**config.mk**
```make
export PLATFORM = sky130hd
export DESIGN_NAME = sad_block_acc
export DESIGN_NICKNAME = d
export VERILOG_FILES = /design/src/rtl/sad_pkg.sv /design/src/rtl/sad_lane_acc.sv /design/src/rtl/sad_reduce_tree.sv /design/src/rtl/sad_ctrl.sv /design/src/rtl/sad_block_acc.sv
export SDC_FILE = /design/constraint.sdc
export NUM_CORES = 2
export LEC_CHECK = 0
export ABC_AREA = 1
export BUFFER_PORTS_ARGS = -buffer_cell sky130_fd_sc_hd__buf_2
export CORE_ASPECT_RATIO = 0.7
export CORE_MARGIN = 4
export CORE_UTILIZATION = 57
export CTS_CLUSTER_DIAMETER = 100
export DETAILED_ROUTE_END_ITERATION = 12
export PLACE_DENSITY = 0.76
export SETUP_SLACK_MARGIN = 0.4
export SLEW_MARGIN = 0
export SYNTH_ARGS = -nofsm -noshare
export SYNTH_HDL_FRONTEND = slang
export SYNTH_SLANG_ARGS = --single-unit
```
**constraint.sdc**
```tcl
create_clock -name clk -period 2 [get_ports clk]
set_clock_uncertainty 0.05 [all_clocks]
set_input_delay 0 -clock clk [delete_from_list [all_inputs] [get_ports clk]]
set_output_delay 0 -clock clk [all_outputs]
set_load 0.01 [all_outputs]
```
**src/rtl/sad_pkg.sv**
```systemverilog
package sad_pkg;
  typedef enum logic [1:0] {
    ST_IDLE   = 2'd0,
    ST_ACCUM  = 2'd1,
    ST_REDUCE = 2'd2
  } sad_state_e;
endpackage

```
**src/rtl/sad_lane_acc.sv**
```systemverilog
// Packed accumulator: one lane per pixel column, each adding |a-b| per row.
module sad_lane_acc #(
  parameter int LANES  = 16,
  parameter int PIX_W  = 8,
  parameter int LANE_W = 12
) (
  input  logic                    clk,
  input  logic                    rst_n,
  input  logic                    clr_i,
  input  logic                    en_i,
  input  logic [LANES*PIX_W-1:0]  a_i,
  input  logic [LANES*PIX_W-1:0]  b_i,
  output logic [LANES*LANE_W-1:0] acc_o
);
  genvar g;
  for (g = 0; g < LANES; g++) begin : g_lane
    logic [PIX_W-1:0]  pa, pb, diff;
    logic [LANE_W-1:0] acc_q, acc_d;

    assign pa   = a_i[g*PIX_W +: PIX_W];
    assign pb   = b_i[g*PIX_W +: PIX_W];
    assign diff = (pa >= pb) ? (pa - pb) : (pb - pa);

    always_comb begin
      acc_d = acc_q;
      if (clr_i)     acc_d = '0;
      else if (en_i) acc_d = acc_q + LANE_W'(diff);
    end

    always_ff @(posedge clk or negedge rst_n) begin
      if (!rst_n)             acc_q <= '0;
      else if (clr_i || en_i) acc_q <= acc_d;
    end

    assign acc_o[g*LANE_W +: LANE_W] = acc_q;
  end
endmodule

```
**src/rtl/sad_reduce_tree.sv**
```systemverilog
// Registered binary adder tree; one level per clock while enabled.
module sad_reduce_tree #(
  parameter int LANES  = 16,
  parameter int LANE_W = 12,
  parameter int RES_W  = 16,
  localparam int DEPTH = $clog2(LANES)
) (
  input  logic                    clk,
  input  logic                    rst_n,
  input  logic                    en_i,
  input  logic [LANES*LANE_W-1:0] acc_i,
  output logic [RES_W-1:0]        sum_o
);
  genvar l, j;
  for (l = 0; l < DEPTH; l++) begin : g_lvl
    localparam int N = LANES >> (l + 1);
    logic [RES_W-1:0] sum_q [N];
    for (j = 0; j < N; j++) begin : g_node
      logic [RES_W-1:0] sum_d;
      if (l == 0) begin : g_leaf
        assign sum_d = RES_W'(acc_i[(2*j)*LANE_W +: LANE_W])
                     + RES_W'(acc_i[(2*j+1)*LANE_W +: LANE_W]);
      end else begin : g_inner
        assign sum_d = g_lvl[l-1].sum_q[2*j] + g_lvl[l-1].sum_q[2*j+1];
      end
      always_ff @(posedge clk or negedge rst_n) begin
        if (!rst_n)    sum_q[j] <= '0;
        else if (en_i) sum_q[j] <= sum_d;
      end
    end
  end
  assign sum_o = g_lvl[DEPTH-1].sum_q[0];
endmodule

```
**src/rtl/sad_ctrl.sv**
```systemverilog
// Sequencer: start decode, row counting, reduction timing, done pulse.
module sad_ctrl #(
  parameter int H_SMALL = 8,
  parameter int H_LARGE = 16,
  parameter int DEPTH   = 4,
  localparam int HGT_W  = $clog2(H_LARGE) + 1,
  localparam int CNT_W  = $clog2(DEPTH) + 1
) (
  input  logic             clk,
  input  logic             rst_n,
  input  logic             start_i,
  input  logic [HGT_W-1:0] height_i,
  input  logic             row_valid_i,
  output logic             row_ready_o,
  output logic             acc_clr_o,
  output logic             acc_en_o,
  output logic             tree_en_o,
  output logic             done_o,
  output logic             load_res_o
);
  import sad_pkg::*;

  sad_state_e       state_q, state_d;
  logic [HGT_W-1:0] rows_q, rows_d;
  logic [CNT_W-1:0] red_q, red_d;
  logic             done_q, done_d;
  logic             h_ok, take_start, take_row;

  assign h_ok       = (height_i == HGT_W'(H_SMALL)) || (height_i == HGT_W'(H_LARGE));
  assign take_start = (state_q == ST_IDLE) && start_i && h_ok;
  assign take_row   = (state_q == ST_ACCUM) && row_valid_i;

  always_comb begin
    state_d    = state_q;
    rows_d     = rows_q;
    red_d      = red_q;
    done_d     = 1'b0;
    load_res_o = 1'b0;
    case (state_q)
      ST_IDLE: begin
        if (take_start) begin
          rows_d  = height_i;
          state_d = ST_ACCUM;
        end
      end
      ST_ACCUM: begin
        if (take_row) begin
          rows_d = rows_q - HGT_W'(1);
          if (rows_q == HGT_W'(1)) begin
            red_d   = '0;
            state_d = ST_REDUCE;
          end
        end
      end
      ST_REDUCE: begin
        if (red_q == CNT_W'(DEPTH)) begin
          done_d     = 1'b1;
          load_res_o = 1'b1;
          state_d    = ST_IDLE;
        end else begin
          red_d = red_q + CNT_W'(1);
        end
      end
      default: state_d = ST_IDLE;
    endcase
  end

  always_ff @(posedge clk or negedge rst_n) begin
    if (!rst_n) begin
      state_q <= ST_IDLE;
      rows_q  <= '0;
      red_q   <= '0;
      done_q  <= 1'b0;
    end else begin
      state_q <= state_d;
      rows_q  <= rows_d;
      red_q   <= red_d;
      done_q  <= done_d;
    end
  end

  assign row_ready_o = (state_q == ST_ACCUM);
  assign acc_clr_o   = take_start;
  assign acc_en_o    = take_row;
  assign tree_en_o   = (state_q == ST_REDUCE);
  assign done_o      = done_q;
endmodule

```
**src/rtl/sad_block_acc.sv**
```systemverilog
module sad_block_acc #(
  parameter int LANES   = 16,
  parameter int PIX_W   = 8,
  parameter int LANE_W  = 12,
  parameter int RES_W   = 16,
  parameter int H_SMALL = 8,
  parameter int H_LARGE = 16,
  localparam int HGT_W  = $clog2(H_LARGE) + 1,
  localparam int DEPTH  = $clog2(LANES),
  localparam int ROW_W  = LANES * PIX_W
) (
  input  logic             clk,
  input  logic             rst_n,
  input  logic             start_i,
  input  logic [HGT_W-1:0] height_i,
  input  logic             row_valid_i,
  output logic             row_ready_o,
  input  logic [ROW_W-1:0] blk_a_i,
  input  logic [ROW_W-1:0] blk_b_i,
  output logic             done_o,
  output logic [RES_W-1:0] sad_o
);
  logic                    acc_clr, acc_en, tree_en, load_res;
  logic [LANES*LANE_W-1:0] acc;
  logic [RES_W-1:0]        tree_sum;
  logic [RES_W-1:0]        sad_q;

  sad_ctrl #(.H_SMALL(H_SMALL), .H_LARGE(H_LARGE), .DEPTH(DEPTH)) u_ctrl (
    .clk(clk), .rst_n(rst_n), .start_i(start_i), .height_i(height_i),
    .row_valid_i(row_valid_i), .row_ready_o(row_ready_o),
    .acc_clr_o(acc_clr), .acc_en_o(acc_en), .tree_en_o(tree_en),
    .done_o(done_o), .load_res_o(load_res)
  );

  sad_lane_acc #(.LANES(LANES), .PIX_W(PIX_W), .LANE_W(LANE_W)) u_acc (
    .clk(clk), .rst_n(rst_n), .clr_i(acc_clr), .en_i(acc_en),
    .a_i(blk_a_i), .b_i(blk_b_i), .acc_o(acc)
  );

  sad_reduce_tree #(.LANES(LANES), .LANE_W(LANE_W), .RES_W(RES_W)) u_tree (
    .clk(clk), .rst_n(rst_n), .en_i(tree_en), .acc_i(acc), .sum_o(tree_sum)
  );

  always_ff @(posedge clk or negedge rst_n) begin
    if (!rst_n)        sad_q <= '0;
    else if (load_res) sad_q <= tree_sum;
  end

  assign sad_o = sad_q;
endmodule

```
Yosys cells after proc, flatten, opt, wreduce, memory -nomap -nowiden
Cells that the tools add are included.
Word-level totals
  bits in registers: 459
  input port bits: 265
  output and inout bits: 18
Cells by class
  add/subtract/negate cells: 65
  magnitude comparators: 16
  eq/ne operators: 11
  muxes and demuxes: 62
  reductions and logical operators: 13
Operators by type and width (number)
  2-to-1 mux 12 bit: 32
  subtractor 8 bit: 32
  adder 12 x 8 -> 12 bit: 16
  >= comparator 8 bit: 16
  2-to-1 mux 8 bit: 16
  adder 16 bit: 7
  adder 12 x 12 -> 13 bit: 8
  2-to-1 mux 5 bit: 2
  one-hot mux 5 bit (2 select lines): 1
  2-to-1 mux 3 bit: 3
  2-to-1 mux 2 bit: 4
  inequality test 2 x 1 -> 1 bit (second input constant): 4
  AND reduction 4 bit: 2
  one-hot mux 2 bit (3 select lines): 1
  one-hot mux 3 bit (2 select lines): 1
  nonzero test 2 bit: 3
  equality test 5 x 1 -> 1 bit (second input constant): 1
  equality test 5 x 4 -> 1 bit (second input constant): 1
  equality test 5 bit (second input constant): 1
  subtractor 5 x 1 -> 5 bit (second input constant): 1
  adder 3 x 1 -> 3 bit (second input constant): 1
  equality test 3 bit (second input constant): 1
  logical AND 1 bit: 3
  AND reduction 3 bit: 1
  other kinds (7): 9

Longest topological paths before layout
  word-level depth: 5
  depth in mapped cells: 23

Cells and area by module
Synthesis repeated with hierarchy kept, for this count alone.
Unflattened totals
  cells, all modules: 7458
  area, all modules: 46572.2 µm²
By module, submodules not included
  sad_lane_acc: instances 1, cells an instance 4541, area each 27308.7 µm², seq. area each 4804.6 µm²
  sad_reduce_tree: instances 1, cells an instance 2743, area each 17877.1 µm², seq. area each 5154.9 µm²
  sad_ctrl: instances 1, cells an instance 106, area each 742.0 µm², seq. area each 275.3 µm²
  sad_block_acc: instances 1, cells an instance 68, area each 644.4 µm², seq. area each 400.4 µm²

Worst setup path after synthesis
Ideal clock, no wire load.
  path kind: input to register
  from: in blk_a_i[0]
  to: reg u_acc.g_lane[0].acc_q[8]
  arrival: 2552 ps
  data required time: 1833 ps
  setup slack: -718 ps
  stages: 19
  buffers on the path: 0
  cells stage by stage: inv_1 ha_1 inv_1 fa_1 nand3_1 nand3_1 o21ai_0 nand2_1 o21ai_0 inv_1 fa_1 o21ai_0 nand2_1 nand2_1 nand2_1 inv_1 nand2_1 nand2_1 nor2_1
On the way
  word-level cells in the longest chain between the ends: 5
  elaborated cells on any way between the ends: 7
  classes of those cells: 3 x add/sub; 1 x order compare; 3 x mux
RTL lines
  start, declared: RTL line sad_block_acc.sv:18  | input logic [ROW_W-1:0] blk_a_i,
  subtractor 8 bit or >= comparator 8 bit (tied branches): RTL line sad_lane_acc.sv:22  | assign diff = (pa >= pb) ? (pa - pb) : (pb - pa);
  2-to-1 mux 8 bit *: RTL line sad_lane_acc.sv:22
  adder 12 x 8 -> 12 bit *: RTL line sad_lane_acc.sv:27  | else if (en_i) acc_d = acc_q + LANE_W'(diff);
  2-to-1 mux 12 bit *: RTL line sad_lane_acc.sv:27
  2-to-1 mux 12 bit *: RTL line sad_lane_acc.sv:26  | if (clr_i) acc_d = '0;
  end signal, assigned: RTL line sad_lane_acc.sv:31  | if (!rst_n) acc_q <= '0;
  end signal, assigned: RTL line sad_lane_acc.sv:32  | else if (clr_i || en_i) acc_q <= acc_d;
  end, declared: RTL line sad_lane_acc.sv:18  | logic [LANE_W-1:0] acc_q, acc_d;
Mark *: on every way between the ends. The rest lies on a longest branch, timed or not. The select of a mux whose other input is x is not followed.
A chain may end at the register's enable or synchronous reset.

Final worst setup path
  from: in blk_a_i[80]
  to: reg u_acc.g_lane[10].acc_q[10]
On the way
  word-level cells in the longest chain between the ends: 5
  elaborated cells on any way between the ends: 7
  classes of those cells: 3 x add/sub; 1 x order compare; 3 x mux
RTL lines (RTL line)
  subtractor 8 bit or >= comparator 8 bit (tied branches): sad_lane_acc.sv:22
  2-to-1 mux 8 bit *: sad_lane_acc.sv:22
  adder 12 x 8 -> 12 bit *: sad_lane_acc.sv:27
  2-to-1 mux 12 bit *: sad_lane_acc.sv:27
  2-to-1 mux 12 bit *: sad_lane_acc.sv:26
  end signal, assigned: sad_lane_acc.sv:31
  end signal, assigned: sad_lane_acc.sv:32
  end, declared: sad_lane_acc.sv:18
Marks and branches as above.

==> metrics.md <==
| Metric | Value |
|---|---|
| Distinct cells, synth | 37 |
| Syn. warnings | 0 |
| DRC | 0 |
| Hold Crit Class | in2async |
| Crit-path max FO | 7 |
| GR Overflow Total | 0 |
| Crit-path max cell delay | 360 ps |
| Port bufs | 282 |
| Fraction of the yosys area taken by sequential cells | 0.235 |
| Total Die Area | 84000 sq um |
| Initial DRC count | 4730 |
| FP Rows | 86 |
| Multi-input gate area | 38800 sq um |
| Count of final setup violators | 35 |
| Slew margin rel. | 0.645 |
| Worst-Skew Late Latency | 620 ps |
| CTS Buf Count | 46 |
| TritonCTS Sinks | 425 |
| Worst Tran Pin Value | 532 ps |
| CTS HTree Levels | 2 |
| CTS tree | done |
| Initial Utilization | 0.575 |
| Antenna viol nets, final | 0 |
| Layout filler cell count | 4627 |
| Core box area | 78700 sq um |
| Most frequent cell on the critical path | nand2_1 |
| DRT Wirelength | 162 mm |
| Synth Instances | 6948 |
| EDFF count, synth | 0 |
| Worst setup SP type | primary input |
| Initial antenna violation count | 0 |
| Leakage power | 34.0 nW |
| Async S/R FF share, synth | 1.00 |
| CTS Root Cell | clkbuf_16 |
| Vias per inst | 5.72 |
| Sequential Area | 10700 sq um |
| Highest Clock Rate | 465 MHz |
| CP endpoint kind | flip-flop |
| Mapped Nets | 7839 |
| Vias in the first global route | 47300 |
| Final WS setup | -148 ps |
| Final Hold Viols | 0 |
| Setup WS pre-CTS | -735 ps |
| Power Density | 1370 nW/um^2 |
| Most frequent cells in the layout | nand2_1 (1667), inv_1 (887), buf_4 (786) |
| I/O Pins | 283 |
| Dpl hpwl | 105 mm |
| Most common cell after layout, fill and taps aside | nand2_1 |
| Reg clk slew, reported paths | 70 ps |
| Gr usage total | 0.322 |
| Primary FF master, synth | dfrtp_1 |
| Largest net degree at the start of global routing | 98 |
| Final hold slack | 27.9 ps |
| Drt first pass iters | 9 |
| RSZ-0062 raised after global routing | yes |
| Synth Cell Area | 45200 sq um |
| Share of the synthesized area in the top cell type | 0.235 |
| Die height | 244 microns |
| Dpl cells | 8830 |
| Fin crit period | 2150 ps |
| Nets | 8922 |
| Area grow syn2layout | 46.0% |
| Max-cap viol count | 0 |
| Arrival time at the worst endpoint | 2600 ps |
| Average size of a mapped cell | 6.51 sq um |
| Outcome | complete, but fails checks |
| Layout cell share with drive strength beyond 1 | 0.370 |
| ANT cells | 0 |
| Via count | 52200 |
| Synth top area cells | dfrtp_1 (24%), nand2_1 (18%), ha_1 (16%) |
| Crit-path cells | buf_12 -> inv_12 -> ha_4 -> inv_2 -> fa_2 -> nand3_2 -> nand3_4 -> o21ai_4 -> nand2_4 -> inv_6 -> nand2_1 -> nand2_1 -> inv_2 -> ha_4 -> nand2_4 -> nor2_2 -> nand3b_1 -> nand3_1 -> nand2_1 -> nand4_1 -> nand2_1 |
| Die X | 345 microns |
| Post-Layout Cell Count | 9123 |
| Maximum vdd ir drop | 868 uV |
| Placer Congestion | 0.942 |
| Synth area leader | dfrtp_1 |
| FF+latch count, synth | 425 |
| CP Class | in2reg |
| Slew Limit Fails | 0 |
| Failing checks | setup timing |
| First-pass GRT wire length | 229 mm |
| CP Data Required Time | 2450 ps |
| WL/cell | 17.7 microns |
| Max clock buf depth | 3 |
| Slowest CP cell | fa_2 |
| Final Cycle Share | 1.07 |
## layer usage
metal / global-route usage / routed length [microns] / vias to the layer above
met5: 0 / 0 / -
met4: 0.0776 / 6260 / 0
met3: 0.0372 / 13500 / 603
met2: 0.520 / 75000 / 2639
met1: 0.462 / 66700 / 24500
li1: - / - / 24500
## area by class of cell
class,count,share of cell area
clock inverters,28,0.00650
flip-flops and latches,425,0.163
inverters,1116,0.0677
well taps,1056,0.0200
repair buffers,1161,0.135
clock buffers,56,0.0194
multi-input cells,5281,0.588
## flip-flops by register name, indices dropped and copies added, names as in the netlist
register / count
sad_o: 16
u_acc.g_lane.acc_q: 192
u_ctrl.done_o: 1
u_ctrl.red_q: 3
u_ctrl.rows_q: 5
u_ctrl.state_q: 2
u_tree.g_lvl.sum_q: 190
u_tree.sum_o: 16
## kinds of logic (layout without fill, tap and decap cells)
logic type / after synthesis / in the layout / share of synthesized area
fa+ha+maj: 626 / 626 / 0.184
buf+inv: 1247 / 2361 / 0.106
xor+xnor: 219 / 219 / 0.0424
simple gates: 3414 / 3419 / 0.310
compound gates: 1017 / 1017 / 0.123
flops: 425 / 425 / 0.235
## path summary, 6_finish.rpt
check | from | to | slack, ps | depth (start not counted)
min | rst_n | u_acc.g_lane[4].acc_q[0]$_DFFE_PN0P_ | 30 | 3
max in group asynchronous | rst_n | u_tree.g_lvl[1].sum_q[2]$_DFFE_PN0P_ | 1380 | 4
max | blk_a_i[80] | u_acc.g_lane[10].acc_q[10]$_DFFE_PN0P_ | -150 | 21
max reg2reg | u_acc.g_lane[5].acc_q[0]$_DFFE_PN0P_ | u_acc.g_lane[5].acc_q[8]$_DFFE_PN0P_ | -60 | 10
min in group clk | blk_b_i[64] | u_acc.g_lane[8].acc_q[0]$_DFFE_PN0P_ | 80 | 7
min reg2reg | sad_o[11]$_DFFE_PN0P_ | sad_o[11]$_DFFE_PN0P_ | 420 | 2
## through the flow
stage                     utilization  cell area (sq um)  setup TNS [ps]  total power (W)
after floorplan                     -              48200          -16140           0.0472
after global placement          0.709              55800          -75450           0.0598
after detailed placement        0.709              55800          -87730           0.0611
after CTS                       0.760              59700               0           0.0747
after global routing            0.839              66000           -8150           0.0955
final                           0.839              66000           -1630           0.0902
## repair_timing
item                                   in CTS  in global routing
endpoints found under the hold margin     451                  0
setup endpoints to repair                 377                405
resized for setup                         425               1324
hold buffers                                9                  0
pin swaps                                 283                667
cloned                                      4                  2
setup buffers                              74                120
## cells in the mapped netlist, drive strengths merged (32+ instances only)
library cell  instances
dfrtp               425
a21oi               365
a31oi                32
ha                  563
nand3               563
a21boi               41
nor2                486
fa                   63
o21ai               438
a21o                 40
clkbuf               40
nand2              2166
nand4               123
inv                1116
o21bai               53
nor3                 45
buf                  91
xnor2               104
xor2                115
## report_power, final
| part | switching (W) | leakage (nW) | internal (W) | total [W] |
|---|---|---|---|---|
| Combinational | 0.0352 | 27.8 | 0.0287 | 0.0638 |
| Sequential | 0.00475 | 5.40 | 0.0117 | 0.0164 |
| Clock | 0.00411 | 0.831 | 0.00587 | 0.00997 |
| Total | 0.0440 | 34.0 | 0.0462 | 0.0902 |
## worst max-delay path, delay by kind of cell
kind                     cells  cell delay [ps]
AO/OA/AOI/OAI                1              170
AND/OR/NAND/NOR             12             1210
buffers and inverters        5              360
adder cells (fa/ha/maj)      3              830
(Power assumes the default switching activity.)
